**config.mk**
```make
export PLATFORM = sky130hd
export DESIGN_NAME = spi_flash_seq
export DESIGN_NICKNAME = d
export VERILOG_FILES = /design/src/rtl/spi_flash_seq.sv
export SDC_FILE = /design/constraint.sdc
export NUM_CORES = 1
export LEC_CHECK = 0
export ABC_CLOCK_PERIOD_IN_PS = 4380
export BUFFER_PORTS_ARGS = -buffer_cell sky130_fd_sc_hd__buf_2
export CAP_MARGIN = 10
export CORE_ASPECT_RATIO = 1.25
export CORE_MARGIN = 4
export CORE_UTILIZATION = 50
export CTS_BUF_LIST = sky130_fd_sc_hd__clkbuf_8
export CTS_CLUSTER_DIAMETER = 30
export DETAILED_ROUTE_END_ITERATION = 6
export PLACE_DENSITY = 0.7
export RECOVER_POWER = 25
export SKIP_LAST_GASP = 1
export SLEW_MARGIN = 20
export SYNTH_ARGS = -nofsm -noshare
export SYNTH_HDL_FRONTEND = slang
export SYNTH_SLANG_ARGS = --single-unit
```
**constraint.sdc**
```tcl
create_clock -name clk -period 4.38 [get_ports clk]
set_clock_uncertainty 0.05 [all_clocks]
set_input_delay 0.438 -clock clk [delete_from_list [all_inputs] [get_ports clk]]
set_output_delay 0.438 -clock clk [all_outputs]
set_load 0.05 [all_outputs]
```
**src/rtl/spi_flash_seq.sv**
```systemverilog
module spi_flash_seq #(
  parameter int LEN_W      = 16,
  parameter int CHUNK      = 256,
  parameter int BIG_SECT   = 4096,
  parameter int SMALL_SECT = 1024,
  parameter int GAP        = 2
) (
  input  logic             clk,
  input  logic             rst_n,
  input  logic             start,
  input  logic [1:0]       op_sel,
  input  logic [23:0]      addr,
  input  logic [LEN_W-1:0] len,
  input  logic [7:0]       wr_data,
  input  logic             wr_valid,
  output logic             wr_ready,
  output logic             done,
  output logic             err,
  output logic             spi_sclk,
  output logic             spi_cs_n,
  output logic             spi_mosi,
  input  logic             spi_miso
);
  localparam int CW = $clog2(CHUNK);
  localparam int GW = $clog2(GAP + 1);

  typedef enum logic [2:0] {P_IDLE, P_WREN, P_WEL, P_CMD, P_DATA, P_BUSY, P_WRDI, P_FIN} ph_t;

  ph_t             ph;
  logic [1:0]      k;
  logic [1:0]      op_q;
  logic [23:0]     a_q;
  logic [LEN_W-1:0] rem;
  logic            use_addr, wpair;
  logic [7:0]      sh_tx, sh_rx, tx_byte, opcode;
  logic [3:0]      sh_cnt;
  logic            sh_busy;
  logic [GW-1:0]   gap;
  logic            idle;

  wire is_erase = ~op_q[1];
  wire is_word  = (op_q == 2'b11);
  wire [LEN_W-1:0] sect = op_q[0] ? LEN_W'(SMALL_SECT) : LEN_W'(BIG_SECT);
  wire last     = sh_busy && (sh_cnt == 4'd15);
  wire cmd_ph   = (ph != P_IDLE) && (ph != P_DATA);
  wire load_cmd = cmd_ph && !sh_busy && (gap == '0);
  wire load_dat = wr_valid && wr_ready;

  assign idle     = (ph == P_IDLE);
  assign wr_ready = (ph == P_DATA) && !sh_busy;
  assign spi_sclk = sh_busy & sh_cnt[0];
  assign spi_mosi = sh_tx[7];

  always_comb begin
    case (op_q)
      2'd0:    opcode = 8'h20;
      2'd1:    opcode = 8'hD7;
      2'd2:    opcode = 8'h02;
      default: opcode = 8'hAD;
    endcase
    case (ph)
      P_WREN:  tx_byte = 8'h06;
      P_WRDI:  tx_byte = 8'h04;
      P_CMD:   case (k)
                 2'd0:    tx_byte = opcode;
                 2'd1:    tx_byte = a_q[23:16];
                 2'd2:    tx_byte = a_q[15:8];
                 default: tx_byte = a_q[7:0];
               endcase
      P_DATA:  tx_byte = wr_data;
      default: tx_byte = (k == 2'd0) ? 8'h05 : 8'h00;
    endcase
  end

  always_ff @(posedge clk or negedge rst_n) begin
    if (!rst_n) begin
      ph <= P_IDLE; k <= '0; op_q <= '0; a_q <= '0; rem <= '0;
      use_addr <= 1'b0; wpair <= 1'b0; sh_tx <= '0; sh_rx <= '0;
      sh_cnt <= '0; sh_busy <= 1'b0; gap <= '0; spi_cs_n <= 1'b1;
      done <= 1'b0; err <= 1'b0;
    end else begin
      done <= 1'b0;
      err  <= 1'b0;
      if (gap != '0) gap <= gap - 1'b1;
      if (sh_busy) begin
        sh_cnt <= sh_cnt + 1'b1;
        if (!sh_cnt[0]) sh_rx <= {sh_rx[6:0], spi_miso};
        else if (sh_cnt != 4'd15) sh_tx <= {sh_tx[6:0], 1'b0};
      end
      if (load_cmd || load_dat) begin
        sh_tx <= tx_byte; sh_cnt <= '0; sh_busy <= 1'b1; spi_cs_n <= 1'b0;
      end
      if (load_dat) begin
        a_q <= a_q + 24'd1; rem <= rem - 1'b1; wpair <= ~wpair;
      end
      if (idle && start) begin
        if (len == '0 || (op_sel == 2'b11 && len[0])) begin
          done <= 1'b1; err <= 1'b1;
        end else begin
          op_q <= op_sel; a_q <= addr; rem <= len; use_addr <= 1'b1;
          ph <= P_WREN; k <= '0;
        end
      end
      if (last) begin
        sh_busy <= 1'b0;
        k <= k + 1'b1;
        case (ph)
          P_WREN: begin spi_cs_n <= 1'b1; gap <= GW'(GAP); k <= '0; ph <= P_WEL; end
          P_WRDI: begin spi_cs_n <= 1'b1; gap <= GW'(GAP); k <= '0; ph <= P_FIN; end
          P_WEL: if (k == 2'd1) begin
            spi_cs_n <= 1'b1; gap <= GW'(GAP); k <= '0;
            if (sh_rx[1:0] == 2'b10) begin ph <= P_CMD; use_addr <= 1'b1; end
          end
          P_BUSY: if (k == 2'd1) begin
            spi_cs_n <= 1'b1; gap <= GW'(GAP); k <= '0;
            if (!sh_rx[0]) begin
              if (is_erase) begin
                ph <= P_WRDI; a_q <= a_q + 24'(sect);
                rem <= (rem > sect) ? rem - sect : '0;
              end else if (rem == '0) ph <= P_WRDI;
              else if (is_word) begin ph <= P_CMD; use_addr <= 1'b0; end
              else ph <= P_WREN;
            end
          end
          P_FIN: if (k == 2'd1) begin
            spi_cs_n <= 1'b1; gap <= GW'(GAP); k <= '0;
            if (!sh_rx[0]) begin
              if (rem != '0) ph <= P_WREN;
              else begin ph <= P_IDLE; done <= 1'b1; end
            end
          end
          P_CMD: if (k == 2'd3 || !use_addr) begin
            k <= '0;
            if (is_erase) begin spi_cs_n <= 1'b1; gap <= GW'(GAP); ph <= P_BUSY; end
            else begin ph <= P_DATA; wpair <= 1'b0; end
          end
          P_DATA: if (rem == '0 || (!is_word && a_q[CW-1:0] == '0) || (is_word && !wpair)) begin
            spi_cs_n <= 1'b1; gap <= GW'(GAP); k <= '0; ph <= P_BUSY;
          end
          default: ;
        endcase
      end
    end
  end
endmodule


```
==> results.py, run 1 <==
metrics = {
    "worst_setup_path": {
        "worst-path-buf-inv": 1,
        "cp_slowest_cell": "o21ai_1",
        "crit_path_cell_trace": "inv_1 -> ha_1 -> nand2b_1 -> or3_1 -> o21ai_1 -> o21ai_0 -> a221o_1",
        "start_kind": "register",
        "critPathKind": "register to register",
        "worst_ep_arrival_time_ns": 3.32,
        "cp_max_fo": 13,
        "critPathTopFamily": "compound AO/OA/AOI/OAI gates",
        "crit_required_ns": 4.57,
        "cp-end-kind": "register",
        "cpPeakStageDelay_ns": 0.61,
    },
    "layout": {
        "area_delta_synth_final_pct": 10.6,
        "fin_nets": 687,
        "fin_util": 0.576,
        "final_cell_area_um2": 5370,
        "drive_gt1_frac": 0.162,
        "antenna_cells": 0,
    },
    "timing": {
        "post-route-period-util": 0.713,
        "setup_tns_ns": 0,
        "hold_viol_final": 0,
        "slew_viol_final": 45,
        "worst_slack_ns": 1.26,
        "max_slew_margin": -0.607,
        "rsz0062_at_grt": "false",
        "min_period_ns": 3.12,
        "max_freq_mhz": 320,
        "worst_slew_pin_slew_ns": 2.41,
        "setup_viol_count_final": 0,
    },
    "pwr": {
        "p_int_mw": 0.871,
        "p_switching_mw": 0.284,
        "leakagePower_nw": 2.27,
        "ir_worst_vdd_mv": 0.265,
        "p_clk_frac": 0.399,
        "power_density_nw_per_um2": 215,
        "switching_share": 0.246,
        "pwr-share-comb": 0.044,
        "seq_power_share": 0.557,
    },
    "synthesis": {
        "synth_simple_gate_area_frac": 0.240,
        "synth_seq_cells": 69,
        "synthXorXnorAreaFrac": 0.0234,
        "synthAdderAreaFrac": 0.0438,
        "syn-num-nets": 643,
        "synth_compound_area_frac": 0.271,
        "syn_inst": 571,
        "synth_top_flop_cell": "dfrtp_1",
        "async_flop_share": 1.00,
        "syn-cell-area_um2": 4860,
        "synthMuxAreaShare": 0.0173,
        "synth-edff-count": 0,
        "ys_warn_count": 0,
        "synth_top_family_by_area": "compound AO/OA/AOI/OAI gates",
        "syn_area_per_cell_um2": 8.51,
        "synth-seq-area-share": 0.356,
        "yosysUniqueCellTypes": 74,
    },
    "clocking": {
        "htreeDepth": 3,
        "post_cts_resized": 0,
        "cts_root_buf": "clkbuf_8",
        "cts_setup_buffers": 0,
        "clk_latency_ns": 0.36,
        "cts_hold_buf": 0,
        "clockBufferDepth": 2,
        "cts_tree": "done",
        "cts_buffers": 9,
        "clkSinkCount": 69,
        "cts.clk_slew.worst_paths_ns": 0.08,
    },
    "placement": {
        "place_area_um2": 5210,
        "hpwlAfterDp_um": 10300,
        "place_ws_ns": 1.32,
        "port_buffers": 60,
        "place_congestion": 0.959,
    },
    "detailed_routing": {
        "drt_iter0_markers": 352,
        "topRoutingLayerUsed": "met4",
        "wl_per_cell_um": 18.8,
        "vias": 4781,
        "drc": 0,
        "ant_nets": 0,
        "wl_met2_um": 6740,
        "wl_met3_um": 918,
        "drt_first_pass_iters": 5,
        "vias_per_cell": 6.44,
        "wl_met1_um": 5940,
        "wirelength_um": 13900,
    },
    "global_routing": {
        "grt_overflow": 0,
        "grt_usage": 0.255,
        "antenna_found_initial": 0,
        "grt_max_degree": 45,
        "grt_pass1_vias": 4730,
        "grt_pass1_wl_um": 23200,
    },
    "flow_run": {
        "cap_viol_max_count": 1,
    },
    "floorplan": {
        "rows": 39,
        "start_util": 0.521,
        "die_y_um": 118,
        "fp.coreArea_um2": 9320,
        "fp.dieW_um": 96.2,
        "boundaryPins": 61,
        "dieArea_um2": 11400,
    },
    "min_path": {
        "hold_path.class": "input port to register",
    },
    "run_status": {
        "status": "finished, violations left",
        "violations": "capacitance limit, slew limit",
    },
}
[synth_stat cells, types with 4 or more instances]
cell / instances / share of area
a31oi_1: 7 / 0.0090
and3_1: 11 / 0.014
mux2i_1: 5 / 0.010
a221o_1: 4 / 0.0082
o21a_1: 7 / 0.011
a21oi_1: 36 / 0.037
a211oi_1: 9 / 0.014
nor3_2: 4 / 0.0082
or2_2: 5 / 0.0064
and2_1: 6 / 0.0077
o22ai_1: 17 / 0.022
nor2b_1: 6 / 0.0077
nand2b_1: 9 / 0.012
o32ai_1: 6 / 0.011
nand2_1: 38 / 0.029
xor2_1: 5 / 0.0090
a22oi_1: 5 / 0.0077
or3_1: 6 / 0.0077
o21ai_0: 38 / 0.039
o211a_1: 4 / 0.0082
nor2_1: 49 / 0.038
nor4_1: 12 / 0.015
and4_1: 6 / 0.011
nand4_1: 11 / 0.014
inv_1: 24 / 0.019
a221oi_1: 7 / 0.013
xnor2_1: 8 / 0.014
a311oi_1: 7 / 0.013
ha_1: 17 / 0.044
nor3_1: 21 / 0.022
a21o_1: 4 / 0.0062
clkbuf_1: 26 / 0.020
dfrtp_1: 68 / 0.35
nand3_1: 17 / 0.018
o211ai_1: 4 / 0.0062
[per-stage QoR]
stage | cells | power [mW] | hold slack [ns]
2_1_floorplan | 571 | 0.662 | 0.0924
3_3_place_gp | 727 | 0.706 | 0.419
3_5_place_dp | 727 | 0.707 | 0.433
4_1_cts | 742 | 1.16 | 0.227
5_1_grt | 742 | 1.20 | 0.261
6_report | 742 | 1.16 | 0.251
[worst min-delay path: cells and delay by family]
family	cells	cell delay (ns)
AOI/OAI and AO/OA	1	0.06
buffers and inverters	1	0.09
and+or+nand+nor	1	0.04
[power groups by stage]
stage	Combinational, mW	Clock (mW)	Sequential [mW]
finish	0.0512	0.461	0.643
global route	0.0570	0.497	0.643
CTS	0.0523	0.461	0.643
detailed placement	0.0519	0	0.655
global placement	0.0511	0	0.655
floorplan	0.00902	0	0.653
[path summary, 6_finish.rpt]
kind / start / to / slack, ns / depth (start not counted)
worst max register to register: k[1]$_DFFE_PN0P_ / rem[1]$_DFFE_PN0P_ / 1.26 / 7
min in group asynchronous: rst_n / a_q[18]$_DFF_PN0_ / 0.76 / 1
worst min-delay path: len[2] / rem[2]$_DFFE_PN0P_ / 0.25 / 3
max in group asynchronous: rst_n / sh_cnt[1]$_DFFE_PN0N_ / 2.12 / 2
worst max-delay path: k[1]$_DFFE_PN0P_ / rem[1]$_DFFE_PN0P_ / 1.26 / 7
worst min register to register: sh_tx[6]$_DFFE_PN0P_ / sh_tx[6]$_DFFE_PN0P_ / 0.45 / 1
[final cells by class]
| class | count | area (um^2) |
|---|---|---|
| timing repair buffer | 66 | 344 |
| inverter | 24 | 90.1 |
| sequential | 69 | 1730 |
| clock inverter | 5 | 21.3 |
| fill | 894 | 3950 |
| clock buffer | 10 | 138 |
| tap | 123 | 154 |
| multi-input combinational | 445 | 2900 |
[per-layer routing]
metal / track usage / up-vias
met5: 0 / -
met4: 0.0854 / 0
met3: 0.0476 / 28
met2: 0.401 / 205
met1: 0.351 / 2274
li1: - / 2274
[kinds of logic (layout without fill, tap and decap cells)]
family / Yosys count / count (layout)
buf+inv: 57 / 105
fa+ha+maj: 17 / 17
simple gates: 217 / 217
compound gates: 190 / 190
mux: 8 / 8
flops: 69 / 69
xor+xnor: 13 / 13
[flip-flops by register name, indices dropped and copies added (netlist names), 2 cells and up]
signal	flops
rem	16
gap	2
k	2
sh_cnt	4
op_q	2
a_q	24
sh_tx	8
sh_rx	2
ph	3
[cells in the final DEF, fill, tap and decap left out, types with 4 or more instances in the layout]
cell / synthesis / routed
buf_2: 3 / 59
o32ai_1: 6 / 6
and3_1: 11 / 11
dfrtp_1: 68 / 68
a221oi_1: 7 / 7
nor3_1: 21 / 21
a211oi_1: 9 / 9
o21a_1: 7 / 7
or3_1: 6 / 6
o22ai_1: 17 / 17
or2_2: 5 / 5
o211a_1: 4 / 4
a21oi_1: 36 / 36
a31oi_1: 7 / 7
a21o_1: 4 / 4
nand2b_1: 9 / 9
inv_1: 24 / 27
o211ai_1: 4 / 4
mux2i_1: 5 / 5
clkbuf_8: 0 / 10
a311oi_1: 7 / 7
nor4_1: 12 / 12
nand4_1: 11 / 11
nor3_2: 4 / 4
o21ai_0: 38 / 38
nor2b_1: 6 / 6
ha_1: 17 / 17
xor2_1: 5 / 5
buf_4: 1 / 6
and4_1: 6 / 6
xnor2_1: 8 / 8
and2_1: 6 / 6
nor2_1: 49 / 48
a22oi_1: 5 / 5
nand3_1: 17 / 17
a221o_1: 4 / 4
nand2_1: 38 / 38
Power figures use the tool's default switching activity.
==> run 2, diff against run 1 <==
--- a/config.mk
+++ b/config.mk
@@ -5,7 +5,7 @@
 export SDC_FILE = /design/constraint.sdc
 export NUM_CORES = 1
 export LEC_CHECK = 0
-export ABC_CLOCK_PERIOD_IN_PS = 4380
+export ABC_CLOCK_PERIOD_IN_PS = 3100
 export BUFFER_PORTS_ARGS = -buffer_cell sky130_fd_sc_hd__buf_2
 export CAP_MARGIN = 10
 export CORE_ASPECT_RATIO = 1.25
==> constraint.sdc (replaced) <==
create_clock -name clk -period 3.1 [get_ports clk]
set_clock_uncertainty 0.05 [all_clocks]
set_input_delay 0.31 -clock clk [delete_from_list [all_inputs] [get_ports clk]]
set_output_delay 0.31 -clock clk [all_outputs]
set_load 0.05 [all_outputs]
==> run 2 against run 1 <==
Effect of this change:
- the run still ends with capacitance limit, slew limit left
- clock-buffer cell count is the same
- clock power is 39% higher
- non-clock buffer count up 14
==> results.py, run 2 (synthesis results as in run 1) <==
metrics = {
    "run_status": {
        "status": "finished, violations left",
        "violations": "capacitance limit, slew limit",
    },
    "pwr": {
        "power_density_nw_per_um2": 296,
        "finalPower_mw": 1.62,
        "ir_worst_vdd_mv": 0.285,
        "leakagePower_nw": 2.35,
    },
    "layout": {
        "largest_reg_flops": 24,
        "area_delta_synth_final_pct": 13.0,
        "fillers": 850,
        "drive_gt1_frac": 0.180,
        "fin_nets": 701,
        "largest-register": "a_q",
        "fin_cells": 756,
        "final_cell_area_um2": 5490,
        "antenna_cells": 0,
        "layout_commonest_cell": "dfrtp_1",
        "fin_util": 0.589,
        "final_cell_mix": "dfrtp_1 (68), buf_2 (60), nor2_1 (48), nand2_1 (38), o21ai_0 (38)",
        "largestRegisters": "a_q: 24 flops, rem: 16 flops, sh_tx: 8 flops",
    },
    "worst_setup_path": {
        "start_kind": "register",
        "crit_required_ns": 3.31,
        "startpoint": "ph[2]$_DFF_PN0_",
        "critPathTopFamily": "simple AND/OR/NAND/NOR gates",
        "worst_ep_arrival_time_ns": 2.85,
        "cp_slowest_cell": "nor3_1",
        "worst-path-buf-inv": 0,
        "cpPeakStageDelay_ns": 0.70,
        "critPathMostFrequentCell": "nor3_1",
        "crit_path_cell_trace": "or3b_1 -> nor3_1 -> and2_1 -> nor3_1 -> a211oi_1",
        "critPathKind": "register to register",
        "cp_max_fo": 14,
        "cp-end-kind": "register",
        "critical_path.reg2reg.startpoint": "ph[2]$_DFF_PN0_",
    },
    "global_routing": {
        "grt_pass1_wl_um": 23600,
        "grt_max_degree": 70,
        "grt_overflow": 0,
        "grt_pass1_vias": 4786,
        "antenna_found_initial": 0,
        "grt_usage": 0.262,
    },
    "clocking": {
        "clkSinkCount": 69,
        "htreeDepth": 3,
        "cts_tree": "done",
        "cts.clk_slew.worst_paths_ns": 0.07,
        "cts_root_buf": "clkbuf_8",
        "cts_buffers": 9,
        "clockBufferDepth": 2,
        "clk_latency_ns": 0.37,
        "cts_setup_buffers": 0,
    },
    "floorplan": {
        "boundaryPins": 61,
        "die_y_um": 118,
        "fp.coreArea_um2": 9320,
        "rows": 39,
        "fp.dieW_um": 96.2,
        "dieArea_um2": 11400,
        "start_util": 0.521,
    },
    "timing": {
        "max_freq_mhz": 379,
        "rsz0062_at_grt": "false",
        "setup_viol_count_final": 0,
        "worst_slack_ns": 0.459,
        "post-route-period-util": 0.852,
        "hold_viol_final": 0,
        "holdWs_ns": 0.130,
        "max_slew_margin": -0.179,
        "worst_slew_pin_slew_ns": 1.77,
        "min_period_ns": 2.64,
        "slew_viol_final": 70,
        "setup_tns_ns": 0,
    },
    "placement": {
        "port_buffers": 60,
        "place_area_um2": 5340,
        "place_congestion": 0.974,
        "dp.cells": 740,
        "hpwlAfterDp_um": 10700,
        "place_ws_ns": 0.458,
    },
    "detailed_routing": {
        "drt_first_pass_iters": 5,
        "wl_per_cell_um": 19.0,
        "vias_per_cell": 6.48,
        "vias": 4897,
        "wirelength_um": 14300,
        "ant_nets": 0,
        "drc": 0,
        "drt_iter0_markers": 296,
    },
    "flow_run": {
        "cap_viol_max_count": 1,
    },
    "min_path": {
        "hold_path.class": "input port to register",
        "min-delay-start": "addr[4]",
    },
}
-- run 2: changes by cell type in the layout (fill, tap and decap cells not counted) --
| cell | delta |
|---|---|
| clkbuf_2 | +1 |
| clkbuf_1 | -1 |
| buf_2 | +1 |
| buf_4 | +11 |
| buf_12 | +1 |
| dlygate4sd3_1 | +1 |
-- run 2: path summary, 6_finish.rpt --
path / endpoint / slack (ns) / cells past startpoint
min in group asynchronous: a_q[23]$_DFF_PN0_ / 1.00 / 3
worst max register to register: a_q[5]$_DFFE_PN0P_ / 0.46 / 5
max in group asynchronous: sh_cnt[3]$_DFFE_PN0N_ / 0.95 / 3
worst min-delay path: a_q[4]$_DFFE_PN0P_ / 0.13 / 3
worst min register to register: sh_tx[6]$_DFFE_PN0P_ / 0.44 / 1
worst max-delay path: a_q[5]$_DFFE_PN0P_ / 0.46 / 5
-- run 2: repair_timing --
item,CTS,global route
endpoints found under the setup margin,0,0
resized for setup,0,0
hold buffers,1,0
hold endpoints to repair,68,0
-- run 2: where the power goes --
part           switching [mW]  internal, mW  leakage (nW)
sequential            0.00547         0.903         0.804
clock                   0.345         0.296        0.0957
combinational          0.0410        0.0317          1.45
total                   0.392          1.23          2.35
-- run 2: layout make-up --
| cell class | instances | area [um^2] | area share |
|---|---|---|---|
| tap | 123 | 154 | 0.0280 |
| clock inverter | 5 | 21.3 | 0.00387 |
| clock buffer | 10 | 138 | 0.0251 |
| inverter | 24 | 90.1 | 0.0164 |
| timing repair buffer | 80 | 463 | 0.0843 |
| multi-input combinational | 445 | 2900 | 0.528 |
| sequential | 69 | 1730 | 0.315 |
-- run 2: metal layers --
layer,GRT usage,part of all wire,up-vias
met3,0.0540,0.073,36
met1,0.355,0.42,2360
li1,-,-,2290
met5,0,0,-
met2,0.405,0.48,211
met4,0.104,0.026,0
-- run 2: tightest hold or removal path, delay by kind of cell --
kind | cells | cell delay (ns)
buffers and inverters | 1 | 0.08
AOI/OAI and AO/OA | 1 | 0.07
and+or+nand+nor | 1 | 0.04
